==> src/rtl/afifo_irq_pkg.sv <==
`timescale 1ns/1ps
package afifo_irq_pkg;
  localparam int unsigned NFIFO = 4;
  localparam int unsigned NSRC  = 8;   // interrupt-capable status bits 7:0
  localparam int unsigned STS_W = 15;

  typedef enum logic {
    REG_STS = 1'b0,
    REG_MSK = 1'b1
  } reg_sel_e;

  // bit 14 .. bit 0
  typedef struct packed {
    logic [1:0] codec_en;  // 14:13 right, left
    logic       op_done;   // 12
    logic [3:0] avail;     // 11:8 rx_r, rx_l nonempty; tx_r, tx_l nonfull
    logic [3:0] err;       // 7:4  rx_r, rx_l overrun; tx_r, tx_l underrun
    logic [3:0] svc;       // 3:0  rx_r, rx_l, tx_r, tx_l service
  } sts_t;
endpackage

==> src/rtl/afifo_svc_flag.sv <==
`timescale 1ns/1ps
module afifo_svc_flag #(
  parameter int unsigned CNT_W  = 4,
  parameter int unsigned DEPTH  = 8,
  parameter bit          IS_RX  = 1'b0,
  parameter int unsigned TX_MAX = 4,
  parameter int unsigned RX_MIN = 6
) (
  input  logic             clk_i,
  input  logic             rst_ni,
  input  logic [CNT_W-1:0] occ_i,
  output logic             svc_o,
  output logic             avail_o
);
  logic [31:0] occ_w;
  logic        svc_d, avail_d;

  assign occ_w = 32'(occ_i);

  generate
    if (IS_RX) begin : g_rx
      assign svc_d   = occ_w >= RX_MIN;
      assign avail_d = occ_w != 32'd0;
    end else begin : g_tx
      assign svc_d   = occ_w <= TX_MAX;
      assign avail_d = occ_w < DEPTH;
    end
  endgenerate

  always_ff @(posedge clk_i or negedge rst_ni) begin
    if (!rst_ni) begin
      svc_o   <= 1'b0;
      avail_o <= 1'b0;
    end else begin
      svc_o   <= svc_d;
      avail_o <= avail_d;
    end
  end
endmodule

==> src/rtl/afifo_sticky_bank.sv <==
`timescale 1ns/1ps
module afifo_sticky_bank #(
  parameter int unsigned N = 4
) (
  input  logic         clk_i,
  input  logic         rst_ni,
  input  logic [N-1:0] set_i,
  input  logic [N-1:0] clr_i,
  output logic [N-1:0] q_o
);
  // set beats clear so a coincident error is never lost
  always_ff @(posedge clk_i or negedge rst_ni) begin
    if (!rst_ni) q_o <= '0;
    else         q_o <= set_i | (q_o & ~clr_i);
  end
endmodule

==> src/rtl/afifo_irq_merge.sv <==
`timescale 1ns/1ps
module afifo_irq_merge #(
  parameter int unsigned NSRC = 8
) (
  input  logic            clk_i,
  input  logic            rst_ni,
  input  logic            wr_i,
  input  logic [NSRC-1:0] wdata_i,
  input  logic [NSRC-1:0] src_i,
  input  logic            en_i,
  output logic [NSRC-1:0] mask_o,
  output logic            irq_o
);
  always_ff @(posedge clk_i or negedge rst_ni) begin
    if (!rst_ni)   mask_o <= '0;
    else if (wr_i) mask_o <= wdata_i;
  end

  assign irq_o = en_i & (|(src_i & mask_o));
endmodule

==> src/rtl/afifo_irq_regs.sv <==
`timescale 1ns/1ps
module afifo_irq_regs
  import afifo_irq_pkg::*;
#(
  parameter int unsigned CNT_W  = 4,
  parameter int unsigned DEPTH  = 8,
  parameter int unsigned TX_MAX = 4,
  parameter int unsigned RX_MIN = 6,
  parameter int unsigned DATA_W = 16
) (
  input  logic              clk_i,
  input  logic              rst_ni,
  input  logic [CNT_W-1:0]  tx_l_occ_i,
  input  logic [CNT_W-1:0]  tx_r_occ_i,
  input  logic [CNT_W-1:0]  rx_l_occ_i,
  input  logic [CNT_W-1:0]  rx_r_occ_i,
  input  logic              tx_l_urun_i,
  input  logic              tx_r_urun_i,
  input  logic              rx_l_orun_i,
  input  logic              rx_r_orun_i,
  input  logic              op_done_i,
  input  logic              codec_l_en_i,
  input  logic              codec_r_en_i,
  input  logic              reg_we_i,
  input  logic              reg_addr_i,
  input  logic [DATA_W-1:0] reg_wdata_i,
  output logic [DATA_W-1:0] reg_rdata_o,
  input  logic              irq_en_i,
  output logic              irq_o
);
  localparam int unsigned ERR_LSB = NFIFO;

  logic [CNT_W-1:0] occ_a [NFIFO];
  logic [NFIFO-1:0] svc, avail, err_set, err_clr, err;
  logic [NSRC-1:0]  mask;
  logic [2:0]       info_q;
  logic             sts_wr, msk_wr;
  sts_t             sts;
  reg_sel_e         sel;
  logic             unused_wdata;

  assign occ_a[0] = tx_l_occ_i;
  assign occ_a[1] = tx_r_occ_i;
  assign occ_a[2] = rx_l_occ_i;
  assign occ_a[3] = rx_r_occ_i;

  assign sel    = reg_sel_e'(reg_addr_i);
  assign sts_wr = reg_we_i && (sel == REG_STS);
  assign msk_wr = reg_we_i && (sel == REG_MSK);

  generate
    for (genvar g = 0; g < NFIFO; g++) begin : g_fifo
      afifo_svc_flag #(
        .CNT_W (CNT_W),
        .DEPTH (DEPTH),
        .IS_RX (g >= NFIFO / 2),
        .TX_MAX(TX_MAX),
        .RX_MIN(RX_MIN)
      ) u_flag (
        .clk_i  (clk_i),
        .rst_ni (rst_ni),
        .occ_i  (occ_a[g]),
        .svc_o  (svc[g]),
        .avail_o(avail[g])
      );
    end
  endgenerate

  assign err_set = {rx_r_orun_i, rx_l_orun_i, tx_r_urun_i, tx_l_urun_i};
  assign err_clr = {NFIFO{sts_wr}} & reg_wdata_i[ERR_LSB +: NFIFO];

  afifo_sticky_bank #(.N(NFIFO)) u_err (
    .clk_i (clk_i),
    .rst_ni(rst_ni),
    .set_i (err_set),
    .clr_i (err_clr),
    .q_o   (err)
  );

  always_ff @(posedge clk_i or negedge rst_ni) begin
    if (!rst_ni) info_q <= '0;
    else         info_q <= {codec_r_en_i, codec_l_en_i, op_done_i};
  end

  always_comb begin
    sts.svc      = svc;
    sts.err      = err;
    sts.avail    = avail;
    sts.op_done  = info_q[0];
    sts.codec_en = info_q[2:1];
  end

  afifo_irq_merge #(.NSRC(NSRC)) u_irq (
    .clk_i  (clk_i),
    .rst_ni (rst_ni),
    .wr_i   (msk_wr),
    .wdata_i(reg_wdata_i[NSRC-1:0]),
    .src_i  ({sts.err, sts.svc}),
    .en_i   (irq_en_i),
    .mask_o (mask),
    .irq_o  (irq_o)
  );

  always_comb begin
    unique case (sel)
      REG_STS: reg_rdata_o = DATA_W'(sts);
      REG_MSK: reg_rdata_o = DATA_W'(mask);
      default: reg_rdata_o = '0;
    endcase
  end

  assign unused_wdata = ^reg_wdata_i[DATA_W-1:NSRC];
endmodule

==> config.mk <==
export PLATFORM = sky130hd
export DESIGN_NAME = afifo_irq_regs
export DESIGN_NICKNAME = d
export VERILOG_FILES = /design/src/rtl/afifo_irq_pkg.sv /design/src/rtl/afifo_svc_flag.sv /design/src/rtl/afifo_sticky_bank.sv /design/src/rtl/afifo_irq_merge.sv /design/src/rtl/afifo_irq_regs.sv
export SDC_FILE = /design/constraint.sdc
export NUM_CORES = 1
export LEC_CHECK = 0
export ABC_AREA = 1
export BUFFER_PORTS_ARGS = -buffer_cell sky130_fd_sc_hd__buf_2
export CORE_ASPECT_RATIO = 0.6
export CORE_MARGIN = 8
export CORE_UTILIZATION = 46
export DETAILED_ROUTE_END_ITERATION = 6
export PLACE_DENSITY_LB_ADDON = 0.12
export SLEW_MARGIN = 15
export SYNTH_ARGS = -nofsm -noshare
export SYNTH_HDL_FRONTEND = slang
export SYNTH_SLANG_ARGS = --single-unit
export TNS_END_PERCENT = 10
==> constraint.sdc <==
create_clock -name clk_i -period 1.3 [get_ports clk_i]
set_input_delay 0.26 -clock clk_i [delete_from_list [all_inputs] [get_ports clk_i]]
set_output_delay 0.26 -clock clk_i [all_outputs]
set_load 0.02 [all_outputs]
==> metrics.txt, run 1 <==
# TYPE chip_impl_metric gauge
chip_impl_metric{name="ys_warn_count",unit=""} 0
chip_impl_metric{name="pin_count",unit=""} 61
chip_impl_info{name="endpoint_kind",value="output port"} 1
chip_impl_metric{name="gr-total-overflow",unit=""} 0
chip_impl_metric{name="syn-num-nets",unit=""} 183
chip_impl_metric{name="postSynth.asyncResetShare",unit="%"} 100.0
chip_impl_metric{name="power",unit="uW"} 1611
chip_impl_metric{name="ir_drop",unit="mV"} 0.5861
chip_impl_metric{name="route.detailed.drc",unit=""} 0
chip_impl_metric{name="avgRoutedWirePerCell",unit="um"} 11.89
chip_impl_metric{name="area_of_the_multi_input_gates",unit="sq um"} 406.6
chip_impl_metric{name="areaGrowthSynthToFinish",unit="%"} 35.06
chip_impl_metric{name="finalHoldViolCount",unit=""} 0
chip_impl_metric{name="finalHoldWorstSlack",unit="ps"} 97.27
chip_impl_metric{name="avgSynthCellArea",unit="sq um"} 7.804
chip_impl_metric{name="clk_pin_slew",unit="ps"} 80
chip_impl_metric{name="synth_cell_type_count",unit=""} 15
chip_impl_metric{name="power_per_unit_of_standard_cell_area",unit="nW/um^2"} 1099
chip_impl_metric{name="h-tree-depth",unit=""} 1
chip_impl_info{name="post-synth-top-area-cell",value="sky130_fd_sc_hd__dfrtp_1"} 1
chip_impl_metric{name="num-nets-final",unit=""} 241
chip_impl_metric{name="ys_ff_latch",unit=""} 23
chip_impl_metric{name="floorplan.die.width",unit="um"} 78.69
chip_impl_info{name="violations",value="setup timing"} 1
chip_impl_info{name="rsz0062_at_grt",value="true"} 1
chip_impl_metric{name="instance_area_at_placement",unit="sq um"} 1360
chip_impl_metric{name="detailedPlacementHpwl",unit="um"} 2148
chip_impl_info{name="critical_path_cell_list",value="nand2_2 > nand2_2 > nor2_4 > a21oi_2 > buf_6"} 1
chip_impl_metric{name="die-height",unit="um"} 53.62
chip_impl_metric{name="critical_path_arrival",unit="ps"} 1110
chip_impl_info{name="crit_type",value="register to output port"} 1
chip_impl_info{name="timing.hold.worst.start",value="codec_r_en_i"} 1
chip_impl_metric{name="fp.dieArea",unit="sq um"} 4219
chip_impl_info{name="run_status",value="finished with violations"} 1
chip_impl_metric{name="synth_area",unit="sq um"} 1085
chip_impl_metric{name="num-fill-cells",unit=""} 201
chip_impl_info{name="rr_endpoint",value="u_irq.mask_o[4]"} 1
chip_impl_info{name="tritoncts_clock_tree",value="yes"} 1
chip_impl_metric{name="start_util",unit="%"} 49.40
chip_impl_metric{name="post_route_cells_drive_above_1_share",unit="%"} 36.22
chip_impl_metric{name="timing.final.max_slew_violations",unit=""} 0
chip_impl_info{name="yosys-top-cells-count",value="sky130_fd_sc_hd__nand2_1 (57), sky130_fd_sc_hd__dfrtp_1 (23), sky130_fd_sc_hd__inv_1 (20)"} 1
chip_impl_metric{name="buffer_ports.inserted",unit=""} 51
chip_impl_info{name="worstSetupStartpointType",value="register"} 1
chip_impl_metric{name="ant_nets",unit=""} 0
chip_impl_metric{name="dr_total_vias",unit=""} 1005
chip_impl_metric{name="grt_antenna_before_repair",unit=""} 0
chip_impl_metric{name="drtIter0Drc",unit=""} 34
chip_impl_metric{name="power.static_leakage",unit="uW"} 0.0008724
chip_impl_metric{name="critPathBufInv",unit=""} 1
chip_impl_info{name="r2r-start",value="u_irq.mask_o[4]"} 1
chip_impl_info{name="synth.most_common_cell",value="sky130_fd_sc_hd__nand2_1"} 1
chip_impl_metric{name="netlist_instances",unit=""} 139
chip_impl_metric{name="grt_max_degree",unit=""} 24
chip_impl_metric{name="crit_path_max_fanout",unit=""} 2
chip_impl_metric{name="clock_insertion_delay_worst_skew",unit="ps"} 260
chip_impl_metric{name="clock_sink_count",unit=""} 23
chip_impl_metric{name="finalSetupTns",unit="ps"} -87.30
chip_impl_metric{name="ff_latch_area",unit="sq um"} 575.6
chip_impl_metric{name="finish.instance_area",unit="sq um"} 1465
chip_impl_info{name="yosys-top-cells-area",value="sky130_fd_sc_hd__dfrtp_1 (53%), sky130_fd_sc_hd__nand2_1 (20%), sky130_fd_sc_hd__inv_1 (6.9%)"} 1
chip_impl_metric{name="max_cap_violations",unit=""} 0
chip_impl_metric{name="numCtsBuffers",unit=""} 3
chip_impl_metric{name="via_per_inst",unit=""} 4.447
chip_impl_metric{name="drt-total-wl",unit="um"} 2687
chip_impl_info{name="timing.critical_path.mode_cell",value="sky130_fd_sc_hd__nand2_2"} 1
chip_impl_info{name="min_delay_worst_endpoint",value="info_q[2]"} 1
chip_impl_metric{name="post-route-period-util",unit="%"} 105.5
chip_impl_metric{name="max-clock-path-buffers",unit=""} 2
chip_impl_metric{name="detailedRoute.firstPassIterationCount",unit=""} 4
chip_impl_metric{name="grt_util_all_layers",unit="%"} 14.09
chip_impl_metric{name="core_region_area",unit="sq um"} 2196
chip_impl_metric{name="placement_rows",unit=""} 13
chip_impl_metric{name="report.final.setup_viol",unit=""} 3
chip_impl_info{name="worst_path_cell_with_the_longest_stage_delay",value="sky130_fd_sc_hd__dfrtp_1"} 1
chip_impl_metric{name="cell_count_along_the_critical_path",unit=""} 5
chip_impl_info{name="timing.hold.worst.class",value="primary input to register"} 1
chip_impl_metric{name="post-synth-top-area-fraction",unit="%"} 53.06
chip_impl_metric{name="synth-edff-count",unit=""} 0
chip_impl_metric{name="fmaxAchievable",unit="MHz"} 729.4
chip_impl_metric{name="crit_required",unit="ps"} 1040
chip_impl_metric{name="min_period",unit="ps"} 1371
chip_impl_info{name="synth_flop_cell",value="sky130_fd_sc_hd__dfrtp_1"} 1
chip_impl_metric{name="first_pass_grt_wire_length",unit="um"} 4705
chip_impl_metric{name="r2r_cells",unit=""} 3
chip_impl_metric{name="max_slew_headroom",unit="%"} 66.21
chip_impl_metric{name="gp_routability_congestion",unit=""} 0.8118
chip_impl_metric{name="holdPathStages",unit=""} 1
chip_impl_metric{name="finalClockSkew",unit="ps"} 0
chip_impl_info{name="cell_type_group_with_the_largest_total_delay_on_the_critical_path",value="flip-flops"} 1
chip_impl_info{name="ctsRootBufferMaster",value="sky130_fd_sc_hd__clkbuf_8"} 1
chip_impl_metric{name="cp_slowest_stage_delay",unit="ps"} 400
chip_impl_metric{name="worst_pin_slew",unit="ps"} 506.8
chip_impl_metric{name="synth_seq_area_share",unit="%"} 53.06
chip_impl_metric{name="num_antenna_cells",unit=""} 0
chip_impl_metric{name="final.setup.worst_slack",unit="ps"} -71.08
chip_impl_metric{name="ff2ff_setup_slack",unit="ps"} 530
chip_impl_metric{name="first_global_vias",unit=""} 1085
==> power breakdown <==
group	switching [uW]	internal (uW)
Combinational	215	158
Clock	214	219
Sequential	35.2	770
==> worst reg2reg max path, delay by kind of cell (launching register included) <==
family                 cells  cell delay (ps)
AND/OR/NAND/NOR            1               70
flip-flops                 1              400
AO/OA/AOI/OAI              1               50
buffers and inverters      1              140
==> flip-flops by register name (all words and copies together) (netlist names) <==
| name | cells |
|---|---|
| u_irq.mask_o | 8 |
| info_q | 3 |
| g_fifo.u_flag.avail_o | 4 |
| g_fifo.u_flag.svc_o | 4 |
| u_err.q_o | 4 |
==> worst max path at each step <==
stage / slack [ps] / startpoint / endpoint
after global routing: -140 / u_irq.mask_o[0] / irq_o
after CTS: -90 / u_irq.mask_o[0] / irq_o
after global placement: 140 / reg_addr_i / reg_rdata_o[5]
after floorplan: 200 / u_irq.mask_o[6] / irq_o
final: -70 / g_fifo[1].u_flag.svc_o / irq_o
after detailed placement: 140 / reg_addr_i / reg_rdata_o[5]
==> repair_timing <==
| action | CTS | global route |
|---|---|---|
| endpoints found under the hold margin | 23 | 0 |
| resized for setup | 0 | 9 |
| pin swaps | 0 | 5 |
| setup buffers | 2 | 1 |
| hold buffers | 1 | 0 |
| setup endpoints to repair | 1 | 3 |
==> area by class of cell <==
class | count | share of cell area (%)
multi-input combinational | 91 | 27.75
timing repair buffer | 57 | 21.95
tap | 30 | 2.562
sequential | 23 | 39.28
clock buffer | 4 | 3.074
inverter | 21 | 5.380
==> cells by family (layout without fill, tap and decap cells) <==
group                  Yosys count  count (layout)  share of synthesized area [%]
flip-flops                      23              23                          53.06
AND/OR/NAND/NOR                 79              79                          28.26
other                            1               1                         0.3457
AO/OA/AOI/OAI                   11              11                          6.919
buffers and inverters           25              82                          11.42
==> metal layers <==
| layer | routed length, um | global-route usage (%) | vias up |
|---|---|---|---|
| met5 | 0 | 0 | - |
| met4 | 34 | 4.573 | 0 |
| met3 | 249 | 6.312 | 4 |
| met2 | 1330 | 26.13 | 31 |
| met1 | 1074 | 14.37 | 446 |
| li1 | - | - | 524 |
==> placed cells by master (no fill, tap or decap), types with 2 or more instances in the layout <==
| cell type | Yosys | final |
|---|---|---|
| sky130_fd_sc_hd__buf_2 | 0 | 50 |
| sky130_fd_sc_hd__buf_4 | 1 | 4 |
| sky130_fd_sc_hd__clkbuf_8 | 0 | 3 |
| sky130_fd_sc_hd__dfrtp_1 | 23 | 23 |
| sky130_fd_sc_hd__inv_1 | 20 | 20 |
| sky130_fd_sc_hd__nand2_1 | 57 | 53 |
| sky130_fd_sc_hd__nand2_2 | 1 | 5 |
| sky130_fd_sc_hd__nand3_1 | 6 | 6 |
| sky130_fd_sc_hd__nor2_1 | 15 | 14 |
| sky130_fd_sc_hd__o21a_1 | 2 | 2 |
| sky130_fd_sc_hd__o21ai_0 | 4 | 4 |
| sky130_fd_sc_hd__o21ai_2 | 4 | 4 |
==> stage by stage <==
stage	util [%]	std cells	worst slack, ps
3_5_place_dp	61.94	218	143.9
3_3_place_gp	61.94	218	143.2
6_report	66.72	226	-71.08
2_1_floorplan	-	139	197.8
5_1_grt	66.72	226	-141.6
4_1_cts	65.13	225	-93.50
Power figures use the tool's default switching activity.
==> inputs of run 2 (changes only) <==
--- a/config.mk
+++ b/config.mk
@@ -9,7 +9,7 @@
 export BUFFER_PORTS_ARGS = -buffer_cell sky130_fd_sc_hd__buf_2
 export CORE_ASPECT_RATIO = 0.6
 export CORE_MARGIN = 8
-export CORE_UTILIZATION = 46
+export CORE_UTILIZATION = 43
 export DETAILED_ROUTE_END_ITERATION = 6
 export PLACE_DENSITY_LB_ADDON = 0.12
 export SLEW_MARGIN = 15
==> constraint.sdc (replaced) <==
create_clock -name clk_i -period 1.53 [get_ports clk_i]
set_input_delay 0.306 -clock clk_i [delete_from_list [all_inputs] [get_ports clk_i]]
set_output_delay 0.306 -clock clk_i [all_outputs]
set_load 0.02 [all_outputs]
==> metrics.txt, run 2 (synthesis gave the netlist of run 1 again) <==
# TYPE chip_impl_metric gauge
chip_impl_metric{name="grt_max_degree",unit=""} 24
chip_impl_metric{name="drt-total-wl",unit="um"} 2646
chip_impl_info{name="largest-register",value="u_irq.mask_o"} 1
chip_impl_metric{name="crit_required",unit="ps"} 1220
chip_impl_metric{name="die-height",unit="um"} 54.91
chip_impl_metric{name="clock_sink_count",unit=""} 23
chip_impl_metric{name="h-tree-depth",unit=""} 1
chip_impl_metric{name="numCtsBuffers",unit=""} 3
chip_impl_metric{name="worst_pin_slew",unit="ps"} 510.8
chip_impl_metric{name="clock_insertion_delay_worst_skew",unit="ps"} 250
chip_impl_metric{name="avgRoutedWirePerCell",unit="um"} 11.76
chip_impl_metric{name="critical_path_arrival",unit="ps"} 1100
chip_impl_metric{name="crit_path_max_fanout",unit=""} 2
chip_impl_info{name="ctsRootBufferMaster",value="sky130_fd_sc_hd__clkbuf_8"} 1
chip_impl_metric{name="gr-total-overflow",unit=""} 0
chip_impl_metric{name="cts_hold_buffers",unit=""} 0
chip_impl_metric{name="areaGrowthSynthToFinish",unit="%"} 30.68
chip_impl_metric{name="fp.dieArea",unit="sq um"} 4439
chip_impl_metric{name="buffer_ports.inserted",unit=""} 51
chip_impl_metric{name="finalHoldViolCount",unit=""} 0
chip_impl_metric{name="clk_pin_slew",unit="ps"} 80
chip_impl_info{name="highest_count_cells_in_the_layout_ignoring_fill_and_taps",value="sky130_fd_sc_hd__nand2_1 (57), sky130_fd_sc_hd__buf_2 (51), sky130_fd_sc_hd__dfrtp_1 (23)"} 1
chip_impl_metric{name="post_route_cells_drive_above_1_share",unit="%"} 33.16
chip_impl_metric{name="pin_count",unit=""} 61
chip_impl_metric{name="core_occupancy_in_the_finished_layout",unit="%"} 57.81
chip_impl_info{name="worst_path_cell_with_the_longest_stage_delay",value="sky130_fd_sc_hd__dfrtp_1"} 1
chip_impl_metric{name="dr_total_vias",unit=""} 997
chip_impl_metric{name="post-route-period-util",unit="%"} 92.06
chip_impl_metric{name="min_period",unit="ps"} 1409
chip_impl_metric{name="detailedRoute.firstPassIterationCount",unit=""} 4
chip_impl_metric{name="area_of_the_multi_input_gates",unit="sq um"} 387.9
chip_impl_metric{name="route.detailed.drc",unit=""} 0
chip_impl_metric{name="cp_slowest_stage_delay",unit="ps"} 390
chip_impl_metric{name="timing.final.max_slew_violations",unit=""} 0
chip_impl_metric{name="finalSetupTns",unit="ps"} 0
chip_impl_info{name="crit_type",value="register to output port"} 1
chip_impl_info{name="cell_type_group_with_the_largest_total_delay_on_the_critical_path",value="flip-flops"} 1
chip_impl_metric{name="grt_antenna_before_repair",unit=""} 0
chip_impl_metric{name="routed-wl-met3",unit="um"} 231
chip_impl_info{name="timing.hold.worst.class",value="primary input to asynchronous set/reset pin"} 1
chip_impl_info{name="top_signal_layer_used",value="met4"} 1
chip_impl_metric{name="finalClockSkew",unit="ps"} 0
chip_impl_metric{name="first_global_vias",unit=""} 1019
chip_impl_metric{name="placement_rows",unit=""} 14
chip_impl_metric{name="ff_latch_area",unit="sq um"} 575.6
chip_impl_metric{name="core_region_area",unit="sq um"} 2452
chip_impl_metric{name="first_pass_grt_wire_length",unit="um"} 4340
chip_impl_metric{name="detailedPlacementHpwl",unit="um"} 2092
chip_impl_info{name="critical_path_cell_list",value="nand2_1 > nand2_1 > nor2_2 > a21oi_1 > buf_2"} 1
chip_impl_metric{name="critPathBufInv",unit=""} 1
chip_impl_metric{name="max-clock-path-buffers",unit=""} 2
chip_impl_metric{name="ir_drop",unit="mV"} 0.4589
chip_impl_metric{name="report.final.setup_viol",unit=""} 0
chip_impl_metric{name="ant_nets",unit=""} 0
chip_impl_info{name="run_status",value="finished, final reports clean"} 1
chip_impl_info{name="tritoncts_clock_tree",value="yes"} 1
chip_impl_metric{name="max_slew_headroom",unit="%"} 65.94
chip_impl_metric{name="gp_routability_congestion",unit=""} 0.8449
chip_impl_metric{name="detailroute.wirelength.met2",unit="um"} 1300
chip_impl_metric{name="wirelength_met1",unit="um"} 1083
chip_impl_metric{name="max_cap_violations",unit=""} 0
chip_impl_metric{name="power.static_leakage",unit="uW"} 0.0008541
chip_impl_info{name="timing.critical_path.mode_cell",value="sky130_fd_sc_hd__nand2_1"} 1
chip_impl_metric{name="num-fill-cells",unit=""} 247
chip_impl_info{name="worstSetupStartpointType",value="register"} 1
chip_impl_metric{name="num_antenna_cells",unit=""} 0
chip_impl_metric{name="finalHoldWorstSlack",unit="ps"} 6.263
chip_impl_metric{name="via_per_inst",unit=""} 4.431
chip_impl_metric{name="grt_util_all_layers",unit="%"} 12.79
chip_impl_metric{name="fmaxAchievable",unit="MHz"} 710.0
chip_impl_info{name="endpoint_kind",value="output port"} 1
chip_impl_metric{name="start_util",unit="%"} 44.23
chip_impl_metric{name="drtIter0Drc",unit=""} 24
chip_impl_info{name="rsz0062_at_grt",value="false"} 1
chip_impl_metric{name="power_per_unit_of_standard_cell_area",unit="nW/um^2"} 943.7
chip_impl_metric{name="floorplan.die.width",unit="um"} 80.84
chip_impl_metric{name="num-nets-final",unit=""} 238
chip_impl_info{name="final_common_cell",value="sky130_fd_sc_hd__nand2_1"} 1
chip_impl_metric{name="largest_reg_flops",unit=""} 8
## run 2: repair_timing
item                                    CTS  global route
gates resized for setup                   0             1
endpoints found under the setup margin    0             1
buffers inserted                          0             2
## run 2: worst paths after layout
check | from | to | slack (ps) | cells past startpoint
setup reg to reg | u_irq.mask_o[3] | u_irq.mask_o[3] | 790 | 3
setup / recovery | u_irq.mask_o[3] | irq_o | 120 | 5
hold / removal | rst_ni | g_fifo[0].u_flag.avail_o | 6 | 1
max in group asynchronous | rst_ni | info_q[1] | 1170 | 1
hold reg to reg | u_irq.mask_o[1] | u_irq.mask_o[1] | 500 | 2
min in group clk_i | codec_l_en_i | info_q[1] | 150 | 1
## run 2: cell type report
cell class | count | area share [%]
Clock buffer | 4 | 3.177
Multi-Input combinational cell | 91 | 27.36
Timing Repair Buffer | 54 | 20.48
Inverter | 21 | 5.560
Sequential cell | 23 | 40.60
Tap cell | 32 | 2.824
## run 2: per-stage QoR
stage	setup slack, ps	cells	cell area (sq um)	power [uW]
5_1_grt	3.021	225	1418	1421
6_report	121.5	225	1418	1338
3_5_place_dp	250.2	219	1355	979.8
3_3_place_gp	250.7	219	1355	969.6
4_1_cts	69.29	223	1400	1346
2_1_floorplan	379.3	139	1085	861.0
## run 2: routing by layer
layer  vias to the layer above  track usage, %
met4                         0           3.824
met1                       446           13.55
met5                         -               0
met3                         2           5.161
met2                        30           23.58
li1                        519               -
## run 2: power by group
| group | total (uW) | internal (uW) | switching, uW |
|---|---|---|---|
| Combinational | 293 | 119 | 174 |
| Sequential | 682 | 654 | 27.7 |
| Clock | 363 | 185 | 177 |
| Total | 1340 | 959 | 379 |
